### src/rtl/pps_spread_pkg.sv
package pps_spread_pkg;

  // Advance an index by one, wrapping at lim.
  function automatic int wrap_inc(input int cur, input int lim);
    return (cur >= lim - 1) ? 0 : cur + 1;
  endfunction

  // True when an occupancy leaves room for one more cell.
  function automatic bit has_room(input int occ, input int depth);
    return occ < depth;
  endfunction

endpackage

### src/rtl/pps_slot_clock.sv
module pps_slot_clock #(
  parameter int STAMP_W = 12
) (
  input  logic               clk,
  input  logic               rst_n,
  output logic [STAMP_W-1:0] slot_now
);
  always_ff @(posedge clk) begin
    if (!rst_n) slot_now <= '0;
    else        slot_now <= slot_now + 1'b1;
  end

  // the counter advances by exactly one per slot
  assert_slot_step_R5: assert property (@(posedge clk) disable iff (!rst_n)
    $past(rst_n) |-> slot_now == $past(slot_now) + 1'b1);
endmodule

### src/rtl/pps_rr_table.sv
module pps_rr_table #(
  parameter int N_PORTS  = 4,
  parameter int N_LAYERS = 4
) (
  input  logic                        clk,
  input  logic                        rst_n,
  input  logic [$clog2(N_PORTS)-1:0]  query_dest,
  output logic [$clog2(N_LAYERS)-1:0] open_layer,
  input  logic                        advance
);
  import pps_spread_pkg::*;
  localparam int DW = $clog2(N_PORTS);
  localparam int LW = $clog2(N_LAYERS);

  logic [N_PORTS-1:0][LW-1:0] ptr_q;

  assign open_layer = ptr_q[query_dest];

  always_ff @(posedge clk) begin
    if (!rst_n) begin
      ptr_q <= '0;
    end else if (advance) begin
      ptr_q[query_dest] <= LW'(wrap_inc(int'(ptr_q[query_dest]), N_LAYERS));
    end
  end

  // pointers move only when a cell was accepted
  assert_ptr_hold_R4: assert property (@(posedge clk) disable iff (!rst_n)
    !advance |=> $stable(ptr_q));
  // an accepted cell changes the pointer of its destination
  assert_ptr_moves_R2: assert property (@(posedge clk) disable iff (!rst_n)
    advance |=> ptr_q != $past(ptr_q));
endmodule

### src/rtl/pps_lane_fifo.sv
module pps_lane_fifo #(
  parameter int DEPTH   = 4,
  parameter int CELL_W  = 32,
  parameter int STAMP_W = 12
) (
  input  logic                       clk,
  input  logic                       rst_n,
  input  logic                       push,
  input  logic [CELL_W-1:0]          push_data,
  input  logic [STAMP_W-1:0]         push_stamp,
  input  logic                       pop_req,
  output logic [$clog2(DEPTH+1)-1:0] occupancy,
  output logic                       lane_valid,
  output logic [CELL_W-1:0]          lane_data,
  output logic [STAMP_W-1:0]         lane_stamp
);
  import pps_spread_pkg::*;
  localparam int AW = (DEPTH > 1) ? $clog2(DEPTH) : 1;
  localparam int OW = $clog2(DEPTH + 1);

  logic [CELL_W-1:0]  mem_data  [DEPTH];
  logic [STAMP_W-1:0] mem_stamp [DEPTH];
  logic [AW-1:0]      wr_idx, rd_idx;
  logic               do_pop;

  assign do_pop = pop_req && (occupancy != '0);

  always_ff @(posedge clk) begin
    if (push) begin
      mem_data[wr_idx]  <= push_data;
      mem_stamp[wr_idx] <= push_stamp;
    end
  end

  always_ff @(posedge clk) begin
    if (!rst_n) begin
      wr_idx     <= '0;
      rd_idx     <= '0;
      occupancy  <= '0;
      lane_valid <= 1'b0;
      lane_data  <= '0;
      lane_stamp <= '0;
    end else begin
      if (push)   wr_idx <= AW'(wrap_inc(int'(wr_idx), DEPTH));
      if (do_pop) rd_idx <= AW'(wrap_inc(int'(rd_idx), DEPTH));
      occupancy  <= occupancy + OW'(push) - OW'(do_pop);
      lane_valid <= do_pop;
      if (do_pop) begin
        lane_data  <= mem_data[rd_idx];
        lane_stamp <= mem_stamp[rd_idx];
      end
    end
  end

  // occupancy never exceeds the FIFO length
  assert_no_overflow_R3: assert property (@(posedge clk) disable iff (!rst_n)
    occupancy <= OW'(DEPTH));
  // the selector never writes a full FIFO
  assert_push_room_R3: assert property (@(posedge clk) disable iff (!rst_n)
    push |-> occupancy < OW'(DEPTH));
  // a lane fires only in the cycle after its ready strobe
  assert_lane_after_ready_R6: assert property (@(posedge clk) disable iff (!rst_n)
    lane_valid |-> $past(pop_req));
  // an empty FIFO sends nothing
  assert_empty_silent_R6: assert property (@(posedge clk) disable iff (!rst_n)
    (occupancy == '0 && !push) |=> occupancy == '0);
endmodule

### src/rtl/pps_layer_spreader.sv
module pps_layer_spreader #(
  parameter int N_PORTS  = 4,
  parameter int N_LAYERS = 4,
  parameter int CELL_W   = 32,
  parameter int STAMP_W  = 12
) (
  input  logic                         clk,
  input  logic                         rst_n,
  input  logic                         in_valid,
  input  logic [CELL_W-1:0]            in_data,
  input  logic [$clog2(N_PORTS)-1:0]   in_dest,
  input  logic [N_LAYERS-1:0]          link_ready,
  output logic [N_LAYERS-1:0]          lane_valid,
  output logic [N_LAYERS*CELL_W-1:0]   lane_data,
  output logic [N_LAYERS*STAMP_W-1:0]  lane_stamp,
  output logic                         drop_err
);
  import pps_spread_pkg::*;
  localparam int LW    = $clog2(N_LAYERS);
  localparam int DEPTH = N_PORTS;
  localparam int OW    = $clog2(DEPTH + 1);

  logic [STAMP_W-1:0]  slot_now;
  logic [LW-1:0]       open_layer;
  logic [N_LAYERS-1:0] room_vec;
  logic [N_LAYERS-1:0] push_vec;
  logic                accept;
  logic                drop_now;

  pps_slot_clock #(.STAMP_W(STAMP_W)) u_clock (
    .clk(clk), .rst_n(rst_n), .slot_now(slot_now));

  pps_rr_table #(.N_PORTS(N_PORTS), .N_LAYERS(N_LAYERS)) u_rr (
    .clk(clk), .rst_n(rst_n), .query_dest(in_dest),
    .open_layer(open_layer), .advance(accept));

  // Layer choice: the destination's open layer, if that FIFO has room.
  assign accept   = in_valid &&  room_vec[open_layer];
  assign drop_now = in_valid && !room_vec[open_layer];

  generate
    for (genvar l = 0; l < N_LAYERS; l++) begin : g_lane
      logic [OW-1:0] occ;
      assign push_vec[l] = accept && (open_layer == LW'(l));
      assign room_vec[l] = has_room(int'(occ), DEPTH);
      pps_lane_fifo #(.DEPTH(DEPTH), .CELL_W(CELL_W), .STAMP_W(STAMP_W)) u_fifo (
        .clk(clk), .rst_n(rst_n),
        .push(push_vec[l]), .push_data(in_data), .push_stamp(slot_now),
        .pop_req(link_ready[l]), .occupancy(occ),
        .lane_valid(lane_valid[l]),
        .lane_data(lane_data[l*CELL_W +: CELL_W]),
        .lane_stamp(lane_stamp[l*STAMP_W +: STAMP_W]));
    end
  endgenerate

  always_ff @(posedge clk) begin
    if (!rst_n)        drop_err <= 1'b0;
    else if (drop_now) drop_err <= 1'b1;
  end

  // at most one FIFO is written per slot
  assert_single_push_R2: assert property (@(posedge clk) disable iff (!rst_n)
    $onehot0(push_vec));
  // nothing is written without a valid cell
  assert_idle_no_push_R7: assert property (@(posedge clk) disable iff (!rst_n)
    !in_valid |-> push_vec == '0);
  // the error flag is sticky
  assert_err_sticky_R4: assert property (@(posedge clk) disable iff (!rst_n)
    $past(drop_err) |-> drop_err);
  // a refused cell raises the flag in the next cycle
  assert_drop_flags_R4: assert property (@(posedge clk) disable iff (!rst_n)
    (in_valid && push_vec == '0) |=> drop_err);
endmodule

### config.mk
export PLATFORM = sky130hd
export DESIGN_NAME = pps_layer_spreader
export DESIGN_NICKNAME = d
export VERILOG_FILES = /design/src/rtl/pps_spread_pkg.sv /design/src/rtl/pps_slot_clock.sv /design/src/rtl/pps_rr_table.sv /design/src/rtl/pps_lane_fifo.sv /design/src/rtl/pps_layer_spreader.sv
export SDC_FILE = /design/constraint.sdc
export NUM_CORES = 1
export LEC_CHECK = 0
export BUFFER_PORTS_ARGS = -buffer_cell sky130_fd_sc_hd__buf_2
export CAP_MARGIN = 20
export CORE_ASPECT_RATIO = 1.1
export CORE_MARGIN = 2
export CORE_UTILIZATION = 50
export DETAILED_ROUTE_END_ITERATION = 8
export GPL_TIMING_DRIVEN = 0
export PLACE_DENSITY_LB_ADDON = 0.25
export SYNTH_ARGS = -nofsm -noshare
export SYNTH_HDL_FRONTEND = slang
export SYNTH_HIERARCHICAL = 1
export SYNTH_SLANG_ARGS = --single-unit
export TNS_END_PERCENT = 10
### constraint.sdc
create_clock -name clk -period 3.6 [get_ports clk]
set_clock_uncertainty 0.2 [all_clocks]
set_input_delay 0.18 -clock clk [delete_from_list [all_inputs] [get_ports clk]]
set_output_delay 0.18 -clock clk [all_outputs]
set_load 0.005 [all_outputs]
==> flow_summary.yaml <==
synth:
  synthArstFlopShare_pct: 0
  seq_area_frac_synth_pct: 76.0
  synthFlopType: "edfxtp_1"
  synth_top_family_by_area: "multiplexers"
  syn_area_mm2: 0.0339
  synth_top_area_cell: "edfxtp_1"
  synth_cells: 1598
  ys_warn_count: 6
  syn_avg_cell_area_um2: 21.2
  syn_nets: 1673
  synth-xor-area-share_pct: 0.181
  synthDominantCellAreaShare_pct: 62.4
  yosysUniqueCellTypes: 46
  yosys-mux-area-fraction_pct: 12.6
  synth-seq-cells: 933
  yosys.area_share.simple_pct: 2.01
  synth_compound_area_share_pct: 5.14
  synthAdderAreaFrac_pct: 1.35
  ys_top_cells_by_area: "edfxtp_1 62%, dfxtp_1 14%, mux4_2 12%, a22o_1 4.1%, buf_12 1.2%"
  synth_edf_count: 704
setup_path:
  regToRegStartpoint: "u_rr/ptr_q[7]$_SDFFE_PN0P_"
  cp_slowest_stage_delay_ns: 0.80
  path_class: "reg -> reg"
  end_kind: "register"
  cp-start-kind: "register"
  rrSetupSlack_ns: 0.26
  path_cells: "mux4_2, buf_2, nor3_1, and2_2, buf_12"
  cp_slowest_cell: "and2_2"
  r2r_cells: 5
  r2r_end: "g_lane[1].u_fifo/mem_stamp[2][3]$_DFFE_PP_"
  cp_max_fo: 24
  cp.required_ns: 3.72
  worstSetupStartpoint: "u_rr/ptr_q[7]$_SDFFE_PN0P_"
  cp.arrival_ns: 3.46
timing:
  finalSetupViolCount: 0
  worst_slew_pin_slew_ns: 1.11
  finalMaxSlewViolations: 0
  min_period_ns: 3.34
  post-route-period-util_pct: 92.8
  fmax_ghz: 0.299
  rsz0062_at_grt: "false"
  maxSlewHeadroom_pct: 26.1
  hold_viol: 0
power_and_ir_drop:
  combPwrFrac_pct: 17.7
  power.switching_mw: 6.91
  seqPwrFrac_pct: 47.3
  cellLeakagePower_nw: 13.9
  power.share.switching_pct: 25.1
  finalPower_mw: 27.5
  power.density_mw_per_mm2: 693
  vdd_drop_max_mv: 0.402
  clockPowerShare_pct: 35.0
  internal-power_mw: 20.6
finish:
  drive_above_1_share_pct: 32.3
  nets: 2036
  final_common_cell: "edfxtp_1"
  most-common-layout-cells: "704 x edfxtp_1, 230 x buf_2, 229 x dfxtp_1"
  final_util_pct: 59.0
  syn2layout_area_growth_pct: 17.3
  antenna_cells: 0
clock_network:
  clockBufferDepth: 3
  cts_tree: "yes"
  htree_levels: 3
  cts_root_buf: "clkbuf_16"
  cts_resized: 0
  clk_pin_slew_ns: 0.06
  cts_made_buffers: 88
  clk_latency_ns: 0.63
  cts_sinks: 933
floorplanning:
  die_h_um: 277
  die-area_mm2: 0.0698
  io-pin-count: 222
  start_util_pct: 50.3
  rows: 100
  core_mm2: 0.0673
  fp.dieW_um: 252
run_status:
  status: "finished clean"
placement:
  gp_congestion: 0.766
  io_buffers: 221
  dp_hpwl_um: 47500
drt:
  routed_via_density: 5.79
  wire_per_inst_um: 26.6
  drt-initial-drc-count: 1493
  drtPass1Iterations: 6
  ant_nets: 0
  wl_um: 77100
  drc: 0
  vias: 16800
min_path:
  holdPathEnd: "u_rr/ptr_q[3]$_SDFFE_PN0P_"
  hp-class: "reg -> reg"
  hp-start: "u_rr/ptr_q[3]$_SDFFE_PN0P_"
  whs_path_depth: 2
global_routing:
  groute.usage.overall_pct: 22.4
  grt_overflow_total: 0
  grt_pass1_wl_um: 113000
  antenna_found_initial: 1
  grt_start_max_net_pins: 45
  grt_pass1_vias: 17100
flow_run:
  drv_cap: 0
[worst max-delay path, delay by kind of cell (launching register included)]
kind,cells,cell delay (ns)
buffers and inverters,2,0.47
DFF,1,0.31
muxes,1,0.48
and+or+nand+nor,2,1.53
[flip-flops by register name, summed over array words and instances, names as in the netlist]
name and cells:
g_lane.u_fifo/mem_data 512, g_lane.u_fifo/mem_stamp 192, g_lane.u_fifo/lane_data 128, g_lane.u_fifo/lane_stamp 48, g_lane.u_fifo/occupancy 12, u_clock/slot_now 12
g_lane.u_fifo/rd_idx 8, g_lane.u_fifo/wr_idx 8, u_rr/ptr_q 8, g_lane.u_fifo/lane_valid 4, drop_err 1
[worst max path at each step]
stage / to / slack [ns] / depth (start not counted)
after floorplan: g_lane[0].u_fifo/mem_data[0][0]$_DFFE_PP_ / 0.16 / 4
after global placement: g_lane[0].u_fifo/mem_stamp[2][2]$_DFFE_PP_ / -1.08 / 5
after detailed placement: g_lane[0].u_fifo/mem_data[2][28]$_DFFE_PP_ / -0.11 / 6
after CTS: g_lane[0].u_fifo/mem_data[2][12]$_DFFE_PP_ / -0.03 / 5
after global routing: g_lane[1].u_fifo/mem_stamp[2][3]$_DFFE_PP_ / 0.13 / 5
final: g_lane[1].u_fifo/mem_stamp[2][3]$_DFFE_PP_ / 0.26 / 5
[layer usage]
layer / share of wire [%] / track usage, %
met5: 0 / 0
met4: 2.4 / 6.90
met1: 42 / 31.0
met3: 6.2 / 3.41
met2: 50 / 36.9
[power by group through the flow]
stage                     sequential, mW  combinational (mW)  clock (mW)
final                               13.0                4.86        9.63
after global routing                13.1                5.25        10.2
after CTS                           13.0                4.96        9.78
after detailed placement            13.3                4.90           0
after global placement              13.2                4.77           0
after floorplan                     13.1                3.13           0
[cells by family (layout without fill, tap and decap cells)]
logic type / after synthesis / after routing
flops: 933 / 933
mux: 202 / 202
compound gates: 197 / 197
simple gates: 117 / 117
buf+inv: 108 / 544
fa+ha+maj: 34 / 34
xor+xnor: 7 / 7
[per-stage QoR]
stage	worst slack [ns]	hold WS, ns	cell area, um^2	instances	TNS [ns]
2_1_floorplan	0.164	0.0789	33900	1598	0
3_3_place_gp	-1.08	0.243	36000	2686	-605.68
5_1_grt	0.129	0.273	39700	2901	0
6_report	0.261	0.262	39700	2901	0
3_5_place_dp	-0.105	0.255	36300	2695	-3.66
4_1_cts	-0.0337	0.243	39700	2900	-0.673
[synthesized netlist by cell type (all sizes together), types with 2 or more instances]
cell    count
a22o      176
fa          4
or4         2
nand2      19
and2       29
o31ai       6
mux2i      23
or3b        4
ha         30
inv        29
dfxtp     229
and3b       2
buf        54
mux4      179
or3         8
a21oi      10
nor2       32
nor3b       2
nor3        5
xor2        6
edfxtp    704
o21ai       4
nand3       6
clkbuf     24
[cell type report]
cell class	count	area (um^2)
Multi-Input combinational cell	557	7240
Clock buffer	117	2490
Sequential cell	933	25700
Inverter	30	113
Tap cell	867	1080
Clock inverter	46	548
Fill cell	4897	27600
Buffer	78	802
Timing Repair Buffer	273	1720
[what timing repair did]
| item | in CTS | in global routing |
|---|---|---|
| hold buffers | 42 | 0 |
| setup buffers | 0 | 0 |
| endpoints found under the setup margin | 35 | 0 |
| hold endpoints to repair | 541 | 0 |
Power figures use the tool's default switching activity.
